File: src/rtl/rsub_div_pkg.sv
package rsub_div_pkg;
    typedef enum logic [1:0] {
        ST_IDLE  = 2'd0,
        ST_COUNT = 2'd1,
        ST_DONE  = 2'd2
    } div_state_e;
endpackage

File: src/rtl/rsub_div_sub.sv
module rsub_div_sub #(
    parameter int WIDTH = 8
) (
    input  logic [WIDTH-1:0] minuend,
    input  logic [WIDTH-1:0] subtrahend,
    output logic [WIDTH-1:0] diff,
    output logic             borrow
);
    localparam int EXT = WIDTH + 1;
    logic [EXT-1:0] wide;

    always_comb begin
        wide   = {1'b0, minuend} - {1'b0, subtrahend};
        diff   = wide[WIDTH-1:0];
        borrow = wide[EXT-1];
    end
endmodule

File: src/rtl/rsub_div_ctrl.sv
module rsub_div_ctrl
    import rsub_div_pkg::*;
(
    input  logic       clk,
    input  logic       rst_n,
    input  logic       start,
    input  logic       ack,
    input  logic       borrow,
    input  logic       div_zero,
    output div_state_e state,
    output logic       load_ops,
    output logic       fill_ones,
    output logic       step
);
    typedef struct packed {
        div_state_e st;
    } ctrl_regs_t;

    ctrl_regs_t r_d, r_q;

    always_comb begin
        r_d       = r_q;
        load_ops  = 1'b0;
        fill_ones = 1'b0;
        step      = 1'b0;
        unique case (r_q.st)
            ST_IDLE: begin
                if (start) begin
                    load_ops  = 1'b1;
                    fill_ones = div_zero;
                    r_d.st    = div_zero ? ST_DONE : ST_COUNT;
                end
            end
            ST_COUNT: begin
                // Mealy: compare and update within one cycle
                if (borrow) begin
                    r_d.st = ST_DONE;
                end else begin
                    step = 1'b1;
                end
            end
            ST_DONE: begin
                if (ack) begin
                    r_d.st = ST_IDLE;
                end
            end
            default: r_d.st = ST_IDLE;
        endcase
    end

    always_ff @(posedge clk or negedge rst_n) begin
        if (!rst_n) begin
            r_q.st <= ST_IDLE;
        end else begin
            r_q <= r_d;
        end
    end

    assign state = r_q.st;
endmodule

File: src/rtl/rsub_div_dp.sv
module rsub_div_dp #(
    parameter int WIDTH = 8
) (
    input  logic             clk,
    input  logic             rst_n,
    input  logic             load_ops,
    input  logic             fill_ones,
    input  logic             step,
    input  logic [WIDTH-1:0] x_in,
    input  logic [WIDTH-1:0] y_in,
    output logic [WIDTH-1:0] x_q,
    output logic [WIDTH-1:0] y_q,
    output logic [WIDTH-1:0] q_q,
    output logic             borrow,
    output logic             div_zero
);
    localparam logic [WIDTH-1:0] ALL_ONES = {WIDTH{1'b1}};
    localparam logic [WIDTH-1:0] ONE      = {{(WIDTH-1){1'b0}}, 1'b1};

    typedef struct packed {
        logic [WIDTH-1:0] x;
        logic [WIDTH-1:0] y;
        logic [WIDTH-1:0] q;
    } dp_regs_t;

    dp_regs_t         r_d, r_q;
    logic [WIDTH-1:0] diff;

    rsub_div_sub #(.WIDTH(WIDTH)) u_sub (
        .minuend    (r_q.x),
        .subtrahend (r_q.y),
        .diff       (diff),
        .borrow     (borrow)
    );

    assign div_zero = (y_in == '0);

    always_comb begin
        r_d = r_q;
        if (load_ops) begin
            r_d.x = x_in;
            r_d.y = y_in;
            r_d.q = fill_ones ? ALL_ONES : '0;
        end else if (step) begin
            r_d.x = diff;
            r_d.q = r_q.q + ONE;
        end
    end

    always_ff @(posedge clk or negedge rst_n) begin
        if (!rst_n) begin
            r_q <= '0;
        end else begin
            r_q <= r_d;
        end
    end

    assign x_q = r_q.x;
    assign y_q = r_q.y;
    assign q_q = r_q.q;
endmodule

File: src/rtl/rsub_divider.sv
module rsub_divider
    import rsub_div_pkg::*;
#(
    parameter int WIDTH = 8
) (
    input  logic             clk,
    input  logic             rst_n,
    input  logic             start,
    input  logic             ack,
    input  logic [WIDTH-1:0] x_in,
    input  logic [WIDTH-1:0] y_in,
    output logic             done,
    output logic [WIDTH-1:0] quotient,
    output logic [WIDTH-1:0] remainder
);
    div_state_e       state;
    logic             load_ops, fill_ones, step, borrow, div_zero;
    logic [WIDTH-1:0] x_q, y_q, q_q;

    rsub_div_ctrl u_ctrl (
        .clk       (clk),
        .rst_n     (rst_n),
        .start     (start),
        .ack       (ack),
        .borrow    (borrow),
        .div_zero  (div_zero),
        .state     (state),
        .load_ops  (load_ops),
        .fill_ones (fill_ones),
        .step      (step)
    );

    rsub_div_dp #(.WIDTH(WIDTH)) u_dp (
        .clk       (clk),
        .rst_n     (rst_n),
        .load_ops  (load_ops),
        .fill_ones (fill_ones),
        .step      (step),
        .x_in      (x_in),
        .y_in      (y_in),
        .x_q       (x_q),
        .y_q       (y_q),
        .q_q       (q_q),
        .borrow    (borrow),
        .div_zero  (div_zero)
    );

    assign done      = (state == ST_DONE);
    assign quotient  = q_q;
    assign remainder = x_q;
endmodule

File: config.mk
export PLATFORM = sky130hd
export DESIGN_NAME = rsub_divider
export DESIGN_NICKNAME = d
export VERILOG_FILES = /design/src/rtl/rsub_div_pkg.sv /design/src/rtl/rsub_div_sub.sv /design/src/rtl/rsub_div_ctrl.sv /design/src/rtl/rsub_div_dp.sv /design/src/rtl/rsub_divider.sv
export SDC_FILE = /design/constraint.sdc
export NUM_CORES = 1
export LEC_CHECK = 0
export ABC_AREA = 1
export BUFFER_PORTS_ARGS = -buffer_cell sky130_fd_sc_hd__buf_2
export CAP_MARGIN = 10
export CELL_PAD_IN_SITES_DETAIL_PLACEMENT = 1
export CELL_PAD_IN_SITES_GLOBAL_PLACEMENT = 1
export CORE_MARGIN = 10
export CORE_UTILIZATION = 34
export DETAILED_ROUTE_END_ITERATION = 10
export PLACE_DENSITY_LB_ADDON = 0.1
export SETUP_SLACK_MARGIN = 0.15
export SLEW_MARGIN = 20
export SYNTH_ARGS = -nofsm -noshare
export SYNTH_HDL_FRONTEND = slang
export SYNTH_HIERARCHICAL = 1
export SYNTH_SLANG_ARGS = --single-unit
File: constraint.sdc
create_clock -name clk -period 2 [get_ports clk]
set_input_delay 0.1 -clock clk [delete_from_list [all_inputs] [get_ports clk]]
set_output_delay 0.1 -clock clk [all_outputs]
set_load 0.02 [all_outputs]
==> reports/qor.yml <==
status: "complete, but fails checks"
violations: "setup timing"
cts_tree: "done"
crit_cells: 14
r2r_start: "u_dp/y_q[0]"
drt_pass1_iterations: 4
required_ns: 2.22
viasPerCell: 4.68
antenna_found_initial: 0
clock-root-buffer: "clkbuf_8"
rows: 25
cts_buffers: 3
start_util_pct: 35.9
wirelength_mm: 5.62
overflow: 0
fin_nets: 346
ir_drop_mv: 0.594
clk_path_buf_depth: 2
grt_pass1_wl_mm: 9.28
power.leakage_nw: 1.34
cts_sinks: 26
cp-endpoint: "u_dp/x_q[4]"
ios: 37
gp_congestion: 0.768
synth_cell_types: 29
grt_max_degree: 27
routedWlPerCell_um: 14.7
place_ws_ns: -0.0894
dp_hpwl_mm: 3.97
clock_latency_ns: 0.28
die_height_um: 91.5
vias: 1786
core_area_um2: 4850
ys_seq_area_share_pct: 37.4
rr_endpoint: "u_dp/x_q[4]"
crit_start: "u_dp/y_q[0]"
end_kind: "flip-flop"
ys.warnings.count: 6
p_per_area_nw_per_um2: 1870
track_usage_pct: 13.2
clkTransAtPathRegs_ns: 0.10
period_share_pct: 104
synth_area_per_cell_um2: 6.96
drive_above_1_share_pct: 32.4
worst_pin_slew_ns: 0.620
dieArea_um2: 8380
min_period_ns: 2.08
drv_slew: 0
fin_worst_skew_ns: 0.00414
antenna_cells: 0
r2r_setup_slack_ns: -0.08
finalHoldViolCount: 0
netlist_area_um2: 1740
htree_levels: 1
grt_pass1_vias: 1959
grt_use_met2_pct: 21.7
drt-initial-drc-count: 46
hp-class: "in2reg"
slowest_delay_ns: 0.42
syn_inst: 250
fin_hold_ws_ns: 0.0297
placedCellCount: 363
numPortBuffers: 36
crit_chain: "ha_4, fa_2, nor2_4, o21ai_2, nor2_1, nor2_1, nand3b_4, inv_4, inv_2, nor2_4, buf_4, buf_16, nand2_1, nand3_1"
synth_nets: 280
slew_headroom_pct: 58.7
ys_seq_elements: 26
grt_use_met3_pct: 2.72
drcViolationCount: 0
reg2reg_depth: 14
met1_usage_pct: 17.1
cp_max_fo: 7
finalWorstSetupSlack_ns: -0.0774
grt.busiest_layer: "met2"
max_freq_ghz: 0.481
slowest_stage: "dfrtp_1"
cp-start-kind: "flip-flop"
critPathArrivalTime_ns: 2.29
placed_area_um2: 2120
ant_nets: 0
cpLargestDelayFamily: "simple AND/OR/NAND/NOR gates"
maxCapViolCount: 0
fin_area_um2: 2430
die_w_um: 91.5
syn_to_final_growth_pct: 39.9
rsz0062_at_grt: "yes"
cp.buffers_inverters: 4
instances_no_fill: 382
crit_type: "reg2reg"
finalSetupViolCount: 16
## state kept, by name (all words and copies together), names as in the netlist
signal / flops
u_dp/q_q: 8
u_dp/y_q: 8
u_dp/x_q: 8
u_ctrl/state: 2
## worst min-delay path by stage
stage	startpoint	endpoint	slack (ns)	cells after the start
after floorplan	rst_n	u_ctrl/state[0]	-0.20	0
after global placement	rst_n	u_dp/x_q[5]	0.16	1
after detailed placement	rst_n	u_dp/x_q[5]	0.17	1
after CTS	y_in[7]	u_dp/y_q[7]	0.03	3
after global routing	x_in[3]	u_dp/x_q[3]	0.04	3
final	y_in[7]	u_dp/y_q[7]	0.03	3
## per-stage QoR
step / setup TNS [ns] / utilization, % / power (W)
floorplan: -0.759 / - / 0.00265
global placement: -0.497 / 43.7 / 0.00340
detailed placement: -1.10 / 43.7 / 0.00348
CTS: -1.26 / 47.7 / 0.00423
global route: -2.72 / 50.2 / 0.00501
finish: -0.890 / 50.2 / 0.00455
## worst register-to-register path, cell delays in order, from the launching register on
cell      delay [ns]
dfrtp_1         0.42
ha_4            0.17
fa_2            0.36
nor2_4          0.11
o21ai_2         0.07
nor2_1          0.09
nor2_1          0.05
nand3b_4        0.17
inv_4           0.08
inv_2           0.04
nor2_4          0.09
buf_4           0.14
buf_16          0.12
nand2_1         0.05
nand3_1         0.06
## layout make-up
type                    count  area, µm²
multi-input cells         184       1050
fillers                   634       2410
well taps                  67       83.8
repair buffers             63        447
clock buffers               4       55.1
inverters                  38        145
flip-flops and latches     26        653
## routing by layer
metal  routed length, µm  vias up
li1                    -      906
met1                2750      836
met2                2560       35
met3                 242        9
met4                  68        0
met5                   0        -
## timing repair
item / in CTS / in global routing
resized for setup: 7 / 12
endpoints found under the setup margin: 17 / 17
cloned: 3 / 0
buffers inserted: 5 / 6
pin swaps: 6 / 10
endpoints found under the hold margin: 26 / 0
hold buffers: 1 / 0
## power breakdown
group / switching [W] / internal [W] / total (W)
clock network: 0.000182 / 0.000176 / 0.000359
logic: 0.00175 / 0.00151 / 0.00326
registers: 0.000198 / 0.000730 / 0.000927
total: 0.00213 / 0.00242 / 0.00455
## kinds of logic (layout without fill, tap and decap cells)
| kind of cell | Yosys count | after routing | share of synthesized area [%] |
|---|---|---|---|
| simple gates | 153 | 155 | 37.8 |
| xor+xnor | 3 | 3 | 1.51 |
| buf+inv | 42 | 105 | 10.4 |
| compound gates | 16 | 16 | 5.25 |
| flops | 26 | 26 | 37.4 |
| fa+ha+maj | 10 | 10 | 7.62 |
## layout by cell type, fill, tap and decap left out, types with 3 or more instances in the layout
cell      Yosys  final
nand2_1      99     95
buf_2         1     36
inv_1        35     31
dfrtp_1      26     24
buf_4         0     21
nand3_1      23     21
nor2_1       20     18
a21oi_1       9      7
inv_2         2      5
nand2_2       1      5
ha_4          0      5
clkbuf_8      0      4
nor2_4        1      4
ha_1          9      4
buf_12        0      3
nand3_2       1      3
xnor2_1       3      3
## Yosys cell counts
cell type	n	area share, %
nor2_1	20	4.3
o31ai_1	1	0.43
buf_6	3	1.9
fa_1	1	1.2
xnor2_1	3	1.5
nor2_8	1	1.2
inv_2	2	0.43
o21ai_1	1	0.29
nor3_1	1	0.29
nor4_1	1	0.36
or2_2	1	0.36
a21oi_1	9	2.6
nand2_2	1	0.36
nand3b_2	1	0.65
o21ai_2	1	0.50
clkinv_1	1	0.22
nand2_1	99	21
nand3b_1	1	0.43
buf_2	1	0.29
inv_1	35	7.5
ha_1	9	6.5
dfrtp_1	26	37
o21ai_0	2	0.58
nor2_2	1	0.36
nand3_2	1	0.58
nand3_1	23	6.6
nor2_4	1	0.65
o21bai_1	2	0.86
or2_1	1	0.36
Power figures use the tool's default switching activity.
